===== src/rtl/evx_pkg.sv =====
package evx_pkg;
  typedef enum logic [1:0] {
    MODE_OFF     = 2'b00,
    MODE_INC_SRC = 2'b01,
    MODE_INC_DST = 2'b10,
    MODE_FIXED   = 2'b11
  } mode_e;

  typedef enum logic [1:0] {
    CFG_CTRL  = 2'b00,
    CFG_COUNT = 2'b01,
    CFG_SRC   = 2'b10,
    CFG_DST   = 2'b11
  } cfg_sel_e;

  localparam int unsigned CTRL_WORD_BIT = 2;
  localparam int unsigned CTRL_CONT_BIT = 3;
endpackage


===== src/rtl/evx_chan.sv =====
module evx_chan
  import evx_pkg::*;
#(
  parameter int unsigned AW = 24,
  parameter int unsigned CW = 8
) (
  input  logic          clk_i,
  input  logic          rst_ni,
  input  logic          trig_i,
  input  logic          cfg_we_i,
  input  logic [1:0]    cfg_sel_i,
  input  logic [AW-1:0] cfg_wdata_i,
  input  logic          upd_i,
  output logic          pend_o,
  output logic          word_o,
  output logic [AW-1:0] src_o,
  output logic [AW-1:0] dst_o,
  output logic          irq_o
);
  mode_e         mode_q;
  logic          word_q, cont_q, pend_q, irq_q;
  logic [CW-1:0] cnt_q, cnt_eff;
  logic [AW-1:0] src_q, dst_q, step;
  logic          live;

  always_comb begin
    step    = word_q ? AW'(2) : AW'(1);
    // count as it will be after an update landing this cycle
    cnt_eff = (upd_i && !cont_q) ? cnt_q - 1'b1 : cnt_q;
    live    = (mode_q != MODE_OFF) && (cont_q || (cnt_eff != '0));
  end

  always_ff @(posedge clk_i or negedge rst_ni) begin
    if (!rst_ni) begin
      mode_q <= MODE_OFF;
      word_q <= 1'b0;
      cont_q <= 1'b0;
      cnt_q  <= '0;
      src_q  <= '0;
      dst_q  <= '0;
      pend_q <= 1'b0;
      irq_q  <= 1'b0;
    end else begin
      irq_q <= trig_i & ~live;
      if (upd_i) begin
        pend_q <= 1'b0;
        if (mode_q == MODE_INC_SRC) src_q <= src_q + step;
        if (mode_q == MODE_INC_DST) dst_q <= dst_q + step;
        if (!cont_q) cnt_q <= cnt_q - 1'b1;
      end
      if (trig_i && live) pend_q <= 1'b1;
      if (cfg_we_i) begin
        unique case (cfg_sel_e'(cfg_sel_i))
          CFG_CTRL: begin
            mode_q <= mode_e'(cfg_wdata_i[1:0]);
            word_q <= cfg_wdata_i[CTRL_WORD_BIT];
            cont_q <= cfg_wdata_i[CTRL_CONT_BIT];
          end
          CFG_COUNT: cnt_q <= cfg_wdata_i[CW-1:0];
          CFG_SRC:   src_q <= cfg_wdata_i;
          CFG_DST:   dst_q <= cfg_wdata_i;
          default: ;
        endcase
      end
    end
  end

  assign pend_o = pend_q;
  assign word_o = word_q;
  assign src_o  = src_q;
  assign dst_o  = dst_q;
  assign irq_o  = irq_q;
endmodule


===== src/rtl/evx_prio.sv =====
module evx_prio #(
  parameter int unsigned N  = 8,
  localparam int unsigned IW = (N > 1) ? $clog2(N) : 1
) (
  input  logic [N-1:0]  req_i,
  output logic          any_o,
  output logic [IW-1:0] idx_o
);
  always_comb begin
    idx_o = '0;
    for (int i = N - 1; i >= 0; i--) begin
      if (req_i[i]) idx_o = IW'(i);
    end
  end
  assign any_o = |req_i;
endmodule


===== src/rtl/evx_seq.sv =====
module evx_seq #(
  parameter int unsigned NCH = 8,
  parameter int unsigned AW  = 24,
  parameter int unsigned DW  = 16,
  localparam int unsigned CHW = (NCH > 1) ? $clog2(NCH) : 1
) (
  input  logic           clk_i,
  input  logic           rst_ni,
  input  logic           any_i,
  input  logic [CHW-1:0] sel_i,
  input  logic [AW-1:0]  src_sel_i,
  input  logic           word_sel_i,
  input  logic [AW-1:0]  dst_cur_i,
  input  logic           word_cur_i,
  input  logic           gnt_i,
  input  logic [DW-1:0]  rdata_i,
  output logic           req_o,
  output logic           we_o,
  output logic           size_o,
  output logic [AW-1:0]  addr_o,
  output logic [DW-1:0]  wdata_o,
  output logic           wr_o,
  output logic [CHW-1:0] cur_o
);
  typedef enum logic {SQ_READ, SQ_WRITE} sq_e;
  sq_e            st_q;
  logic [CHW-1:0] cur_q;
  logic [DW-1:0]  data_q;

  always_ff @(posedge clk_i or negedge rst_ni) begin
    if (!rst_ni) begin
      st_q   <= SQ_READ;
      cur_q  <= '0;
      data_q <= '0;
    end else if (st_q == SQ_WRITE) begin
      st_q <= SQ_READ;
    end else if (any_i && gnt_i) begin
      st_q   <= SQ_WRITE;
      cur_q  <= sel_i;
      data_q <= word_sel_i ? rdata_i : DW'(rdata_i[7:0]);
    end
  end

  assign wr_o    = (st_q == SQ_WRITE);
  assign req_o   = wr_o | any_i;
  assign we_o    = wr_o;
  assign addr_o  = wr_o ? dst_cur_i : src_sel_i;
  assign size_o  = wr_o ? word_cur_i : word_sel_i;
  assign wdata_o = data_q;
  assign cur_o   = cur_q;
endmodule


===== src/rtl/evt_xfer_ctrl.sv =====
module evt_xfer_ctrl #(
  parameter int unsigned NCH = 8,
  parameter int unsigned AW  = 24,
  parameter int unsigned DW  = 16,
  parameter int unsigned CW  = 8,
  localparam int unsigned CHW = (NCH > 1) ? $clog2(NCH) : 1
) (
  input  logic           clk_i,
  input  logic           rst_ni,
  input  logic [NCH-1:0] trig_i,
  input  logic           cfg_we_i,
  input  logic [CHW-1:0] cfg_ch_i,
  input  logic [1:0]     cfg_sel_i,
  input  logic [AW-1:0]  cfg_wdata_i,
  output logic           bus_req_o,
  input  logic           bus_gnt_i,
  output logic           bus_we_o,
  output logic           bus_size_o,
  output logic [AW-1:0]  bus_addr_o,
  output logic [DW-1:0]  bus_wdata_o,
  input  logic [DW-1:0]  bus_rdata_i,
  output logic           done_o,
  output logic [CHW-1:0] done_ch_o,
  output logic [NCH-1:0] irq_o
);
  logic [NCH-1:0] pend_w, word_w, upd_w;
  logic [AW-1:0]  src_w [NCH];
  logic [AW-1:0]  dst_w [NCH];
  logic           any_w, wr_w;
  logic [CHW-1:0] sel_w, cur_w;

  for (genvar c = 0; c < NCH; c++) begin : g_ch
    assign upd_w[c] = wr_w && (cur_w == CHW'(c));
    evx_chan #(.AW(AW), .CW(CW)) u_chan (
      .clk_i       (clk_i),
      .rst_ni      (rst_ni),
      .trig_i      (trig_i[c]),
      .cfg_we_i    (cfg_we_i && (cfg_ch_i == CHW'(c))),
      .cfg_sel_i   (cfg_sel_i),
      .cfg_wdata_i (cfg_wdata_i),
      .upd_i       (upd_w[c]),
      .pend_o      (pend_w[c]),
      .word_o      (word_w[c]),
      .src_o       (src_w[c]),
      .dst_o       (dst_w[c]),
      .irq_o       (irq_o[c])
    );
  end

  evx_prio #(.N(NCH)) u_prio (
    .req_i (pend_w),
    .any_o (any_w),
    .idx_o (sel_w)
  );

  evx_seq #(.NCH(NCH), .AW(AW), .DW(DW)) u_seq (
    .clk_i      (clk_i),
    .rst_ni     (rst_ni),
    .any_i      (any_w),
    .sel_i      (sel_w),
    .src_sel_i  (src_w[sel_w]),
    .word_sel_i (word_w[sel_w]),
    .dst_cur_i  (dst_w[cur_w]),
    .word_cur_i (word_w[cur_w]),
    .gnt_i      (bus_gnt_i),
    .rdata_i    (bus_rdata_i),
    .req_o      (bus_req_o),
    .we_o       (bus_we_o),
    .size_o     (bus_size_o),
    .addr_o     (bus_addr_o),
    .wdata_o    (bus_wdata_o),
    .wr_o       (wr_w),
    .cur_o      (cur_w)
  );

  assign done_o    = wr_w;
  assign done_ch_o = cur_w;
endmodule


===== config.mk =====
export PLATFORM = sky130hd
export DESIGN_NAME = evt_xfer_ctrl
export DESIGN_NICKNAME = d
export VERILOG_FILES = /design/src/rtl/evx_pkg.sv /design/src/rtl/evx_chan.sv /design/src/rtl/evx_prio.sv /design/src/rtl/evx_seq.sv /design/src/rtl/evt_xfer_ctrl.sv
export SDC_FILE = /design/constraint.sdc
export NUM_CORES = 2
export LEC_CHECK = 0
export CORE_ASPECT_RATIO = 0.9
export CORE_UTILIZATION = 60
export CTS_BUF_LIST = sky130_fd_sc_hd__clkbuf_8 sky130_fd_sc_hd__clkbuf_16
export CTS_CLUSTER_SIZE = 24
export DETAILED_ROUTE_END_ITERATION = 8
export GPL_TIMING_DRIVEN = 0
export PLACE_DENSITY = 0.76
export SLEW_MARGIN = 5
export SYNTH_ARGS = -nofsm -noshare
export SYNTH_HDL_FRONTEND = slang
export SYNTH_SLANG_ARGS = --single-unit

===== constraint.sdc =====
create_clock -name clk_i -period 3.51 [get_ports clk_i]
set_clock_uncertainty 0.1 [all_clocks]
set_input_delay 0.5265 -clock clk_i [delete_from_list [all_inputs] [get_ports clk_i]]
set_output_delay 0.5265 -clock clk_i [all_outputs]
set_load 0.005 [all_outputs]

# Word level (Yosys, flattened, before mapping)
# Index checks and enable logic that the tools add are counted.
[word_totals]
register_bits = 516
latch_bits = 0
ramBits = 0
romBits = 0
in_bits = 57
output_inout_bits = 55
wordCells = 393
mem_count = 0
[op_classes]
add_sub_neg = 24
n_mul = 0
div = 0
n_lt_le_gt_ge = 4
eq_ne = 33
shift = 0
muxes = 151
n_bitwise = 20
reduce_logical = 94
[op_table]
columns = ["operator", "count"]
rows = [
  ["2-to-1 mux 24 bit", 69],
  ["adder 24 bit", 16],
  ["2-to-1 mux 8 bit", 40],
  ["binary-select mux 24 bit (select 3 bit)", 2],
  ["nonzero test 8 bit", 8],
  ["subtractor 8 x 1 -> 8 bit (second input constant)", 8],
  ["logical AND 1 bit", 41],
  ["nonzero test 2 bit", 16],
  ["== test 3 bit (second input constant)", 8],
  ["2-to-1 mux 3 bit", 8],
  ["2-to-1 mux 1 bit", 21],
  ["== test 2 bit (second input constant)", 10],
  ["== test 2 x 1 -> 1 bit (second input constant)", 9],
  ["AND reduction 2 bit", 9],
  ["2-to-1 mux 16 bit", 1],
  ["2-to-1 mux 2 bit", 8],
  ["== test 3 x 2 -> 1 bit (second input constant)", 4],
  ["NOT 1 bit", 9],
  ["bitwise AND 1 bit", 8],
  ["greater-or-equal comparator 4 bit (second input constant)", 2],
  ["zero test 1 bit", 8],
  ["logical OR 1 bit", 8],
  ["< comparator 3 x 4 -> 1 bit (second input constant)", 2],
  ["NOT 3 -> 4 bit", 2],
  ["6 further kinds", 9],
]

# Logic depth before layout (Yosys ltp)
[logic_depth]
word_depth = 13
depth_mapped = 11
mapped_depth_nobuf = 10

# Hierarchy
# A second synthesis with hierarchy kept.
[hier_totals]
hier_cells = 3420
area_unflattened_um2 = 32607.5
[modules_own_cells]
columns = ["module", "n_inst", "cells_per_inst", "area_per_inst_um2", "seq_area_each_um2"]
rows = [
  ["evx_chan (g_ch[1].u_chan ...)", 4, 375, 3470.8, 1551.5],
  ["evx_chan (g_ch[5].u_chan ...)", 2, 374, 3533.4, 1551.5],
  ["evx_chan (g_ch[7].u_chan)", 1, 379, 3537.1, 1551.5],
  ["evx_chan (g_ch[0].u_chan)", 1, 375, 3463.3, 1551.5],
  ["evt_xfer_ctrl", 1, 315, 3403.3, 0.0],
  ["evx_seq", 1, 90, 1172.4, 500.5],
  ["evx_prio", 1, 13, 81.3, 0.0],
]

# Worst setup path before layout
# OpenSTA, ideal clock, no wires.
[synth_timing]
kind = "register -> output"
from = "reg u_seq.cur_q[0] (netlist: u_seq.cur_o[0])"
to = "out bus_addr_o[19]"
arrival_ns = 2.206
required_time_ns = 2.883
path_slack_ns = 0.678
stages_incl_launch_ff = 7
n_path_buf = 3
cell_sequence = "dfrtp_1 buf_2 buf_4 buf_1 mux4_2 mux2_2 a32o_1"
[synth_via]
elab_chain_len = 5
[synth_lines]
columns = ["element", "line_no", "rtl"]
rows = [
  ["from (decl)", "evx_seq.sv:27", "logic [CHW-1:0] cur_q;"],
  ["from (signal assigned)", "evx_seq.sv:39", "cur_q <= sel_i;"],
  ["NOT 3 -> 4 bit (implied by the code)", "evt_xfer_ctrl.sv:63", ".dst_cur_i (dst_w[cur_w]),"],
  ["binary-select mux 24 bit (select 3 bit)", "evt_xfer_ctrl.sv:63", ""],
  ["2-to-1 mux 24 bit (implied by the code) (2 in series)", "evt_xfer_ctrl.sv:63", ""],
  ["2-to-1 mux 24 bit", "evx_seq.sv:47", "assign addr_o = wr_o ? dst_cur_i : src_sel_i;"],
  ["to (decl)", "evt_xfer_ctrl.sv:19", "output logic [AW-1:0] bus_addr_o,"],
]
# Every way passes these cells. The select of a mux whose other input is x is not followed.

# Worst setup path after layout
[layout_timing]
from = "reg g_ch[2].u_chan.pend_q"
to = "out bus_addr_o[5]"
[layout_via]
elab_chain_len = 8
[layout_lines]
columns = ["element", "line_no", "rtl"]
rows = [
  ["from (decl)", "evx_chan.sv:21", "logic word_q, cont_q, pend_q, irq_q;"],
  ["from (signal assigned)", "evx_chan.sv:41", "pend_q <= 1'b0;"],
  ["from (signal assigned)", "evx_chan.sv:46", "pend_q <= 1'b0;"],
  ["from (signal assigned)", "evx_chan.sv:51", "if (trig_i && live) pend_q <= 1'b1;"],
  ["2-to-1 mux 3 bit (3 in series)", "evx_prio.sv:12", "if (req_i[i]) idx_o = IW'(i);"],
  ["NOT 3 -> 4 bit (implied by the code)", "evt_xfer_ctrl.sv:61", ".src_sel_i (src_w[sel_w]),"],
  ["binary-select mux 24 bit (select 3 bit)", "evt_xfer_ctrl.sv:61", ""],
  ["2-to-1 mux 24 bit (implied by the code) (2 in series)", "evt_xfer_ctrl.sv:61", ""],
  ["2-to-1 mux 24 bit", "evx_seq.sv:47", ""],
]
# Every way passes these cells. The select of a mux whose other input is x is not followed.

==> flow_summary.yaml <==
global_route:
  track_usage_pct: 39.61
  grt_pass1_vias: 27560
  grt-ovfl-total: 0
  antenna_found_initial: 5
  grt_max_degree: 107
  grt_pass1_wl_um: 162300
sta:
  maxSlewHeadroom_pct: 20.44
  drv_slew: 0
  fmax_mhz: 276.1
  timing.final.crit_period_ns: 3.622
  setup_violations: 10
  setup_ws_ns: -0.1123
  final.setup.tns_ns: -0.5353
  final-hold-violation-count: 0
  rsz0062_at_grt: "yes"
  fin_crit_sh_pct: 103.2
  worstMarginPinSlew_ns: 1.184
critical_path:
  r2r_cells: 7
  r2r_slack_ns: 0.04
  crit_type: "register to primary output"
  cp_num_cells: 9
  crit_end: "bus_addr_o[5]"
  cp_num_buf_inv: 4
  slowest_stage: "dfrtp_2"
  start_kind: "register"
  r2r_start: "u_seq.we_o"
  cp_top_family: "compound AO/OA/AOI/OAI gates"
  crit_path_end_kind: "primary output"
  startpoint: "g_ch[2].u_chan.pend_o"
  r2r-end: "g_ch[0].u_chan.src_o[19]"
  required_ns: 2.88
  path_cells: "buf_12 > nor2_4 > o31ai_4 > a21oi_4 > buf_8 > buf_4 > nand3_2 > a32o_2 > dlygate4sd2_1"
  cpPeakStageDelay_ns: 0.49
  crit_fanout: 4
  crit_arrival_ns: 3.00
clocking:
  cts_root_buf: "clkbuf_16"
  cts_buffer_depth: 3
  numCtsBuffers: 55
  h-tree-depth: 2
  clock_latency_ns: 0.62
  clkTransAtPathRegs_ns: 0.06
  clock_sinks: 516
  cts_tree: "done"
yosys:
  post_synth_num_cell_types: 85
  ys.flop_type: "dfrtp_1"
  synth-edff-count: 0
  syn_area_per_cell_um2: 8.849
  syn-num-nets: 3727
  yosysSeqAreaShare_pct: 40.38
  yosysWarnings: 0
  async_reset_ff_share_pct: 100.0
  syn-cell-area_um2: 31980
  syn_inst: 3614
  ys_ff_latch: 516
layout:
  drive_above_1_share_pct: 14.17
  syn_to_final_growth_pct: 18.28
  layout_commonest_cell: "nor2_1"
  fin_area_um2: 37830
  fin_nets: 3970
  final_cell_mix: "577 x nor2_1, 507 x dfrtp_1, 435 x a21oi_1"
power_and_ir_drop:
  power_density_nw_per_um2: 734.5
  p_clk_share_pct: 23.5
  p_seq_share_pct: 34.7
  power_switching_uw: 10730
  leakage_uw: 0.01497
  ir_drop_uv: 560.1
  p_total_uw: 27780
  p_int_uw: 17060
  combPwrFrac_pct: 41.8
  p_sw_share_pct: 38.61
floorplan:
  core_um2: 52190
  io_pins: 112
  die_w_um: 245.4
  die_h_um: 221.0
  start_util_pct: 61.28
  die_area_um2: 54230
  row_count: 79
place:
  post-dp-hpwl_um: 78900
  portBuffers: 99
  place_area_um2: 33980
  place_congestion: 1.006
routing:
  wirelength_um: 109700
  vias: 29000
  routed_via_density: 6.311
  drtIter0Drc: 3342
  ant_nets: 0
  drcViolationCount: 0
  dr.pass1.iters: 6
  wl_per_cell_um: 23.88
status:
  outcome: "finished, violations left"
  violations: "negative setup slack"
job:
  cap_viol_max_count: 0
min_path:
  hp-class: "input pin to register"
==> repair_timing <==
action                     in CTS  in global routing
setup buffers                  33                 49
hold buffers                    1                  0
setup endpoints to repair      26                 26
hold endpoints to repair       55                  0
gates cloned                    4                  3
gates resized for setup       234                118
pin swaps                      41                 44
==> logic make-up after synthesis <==
| kind of cell | Yosys count | synth area share [%] |
|---|---|---|
| xor gates and xnor gates | 407 | 11.15 |
| DFF | 516 | 40.38 |
| AOI/OAI and AO/OA | 617 | 11.00 |
| adders and majority gates | 56 | 2.567 |
| muxes | 195 | 8.415 |
| buffers and inverters | 321 | 4.026 |
| and+or+nand+nor | 1502 | 22.47 |
==> per-stage QoR <==
stage	setup WS [ns]	cells	util, %	hold WS [ns]
finish	-0.1123	4595	72.48	0.2381
global route	-0.1052	4591	72.46	0.2494
CTS	-0.1699	4541	70.94	0.2234
detailed placement	-1.037	4406	65.10	0.3693
global placement	-21.55	4401	64.83	0.3571
floorplan	0.6776	3614	-	0.1309
==> synthesized netlist by cell type (all sizes together) (14+ instances only) <==
cell type / count / area, um^2
fa: 16 / 320.3
clkbuf: 159 / 596.8
nor3: 59 / 366.6
nand3: 183 / 915.9
mux4: 50 / 1126
a21oi: 439 / 2197
and3: 79 / 494.2
nand2: 347 / 1303
xnor2: 208 / 1822
ha: 40 / 500.5
o21ai: 57 / 285.3
and4: 16 / 140.1
nor4: 29 / 221.5
mux2: 91 / 1025
nor2b: 26 / 162.7
nand2b: 14 / 87.58
nand4: 53 / 346.6
nand4b: 26 / 249.0
dfrtp: 516 / 12910
a32o: 26 / 260.3
inv: 100 / 375.4
xor2: 199 / 1743
mux2i: 54 / 540.5
a221oi: 24 / 210.2
or2: 14 / 87.58
buf: 61 / 311.6
nor2: 585 / 2198
or3: 16 / 100.1
==> power groups by stage <==
stage	Combinational [uW]	Sequential, uW	Clock (uW)
after floorplan	6450	8910	0
after global placement	9220	9450	0
after detailed placement	9390	9480	0
after CTS	10300	9480	6510
after global routing	12300	9830	6770
final	11600	9650	6520
==> state kept, by name, indices dropped and copies added (netlist names), 3 cells and up <==
signal	cells
u_seq.wdata_o	16
g_ch.u_chan.dst_o	192
g_ch.u_chan.src_o	192
g_ch.u_chan.cont_q	8
g_ch.u_chan.mode_q	16
g_ch.u_chan.pend_o	8
u_seq.cur_o	3
g_ch.u_chan.word_o	8
g_ch.u_chan.cnt_q	64
g_ch.u_chan.irq_o	8
==> worst min-delay path, cell delays in order <==
cell	delay (ns)
buf_1	0.20
nor2_1	0.15
a21oi_1	0.05
==> area by class of cell <==
class	instances	area [um^2]
Timing Repair Buffer	194	1959
Inverter	101	379.1
Multi-Input combinational cell	2777	18430
Buffer	212	1235
Clock inverter	28	352.8
Tap cell	688	860.8
Sequential cell	516	12920
Fill cell	3816	14360
Antenna cell	4	10.01
Clock buffer	75	1674
==> per-layer routing <==
layer	part of all wire [%]	track usage, %
met5	0.025	0
met4	5.2	17.93
met3	12	10.12
met2	44	60.32
met1	39	53.24
==> worst min-delay path by stage <==
stage,from,cells after the start,endpoint
after CTS,cfg_wdata_i[10],3,g_ch[2].u_chan.dst_o[10]
after global placement,u_seq.wdata_o[4],2,u_seq.wdata_o[4]
final,cfg_wdata_i[8],3,g_ch[1].u_chan.src_o[8]
after detailed placement,u_seq.wdata_o[6],2,u_seq.wdata_o[6]
after floorplan,rst_ni,0,g_ch[0].u_chan.cnt_q[0]
after global routing,cfg_wdata_i[8],3,g_ch[0].u_chan.dst_o[8]
No activity file was read; power rests on OpenSTA's default activity.
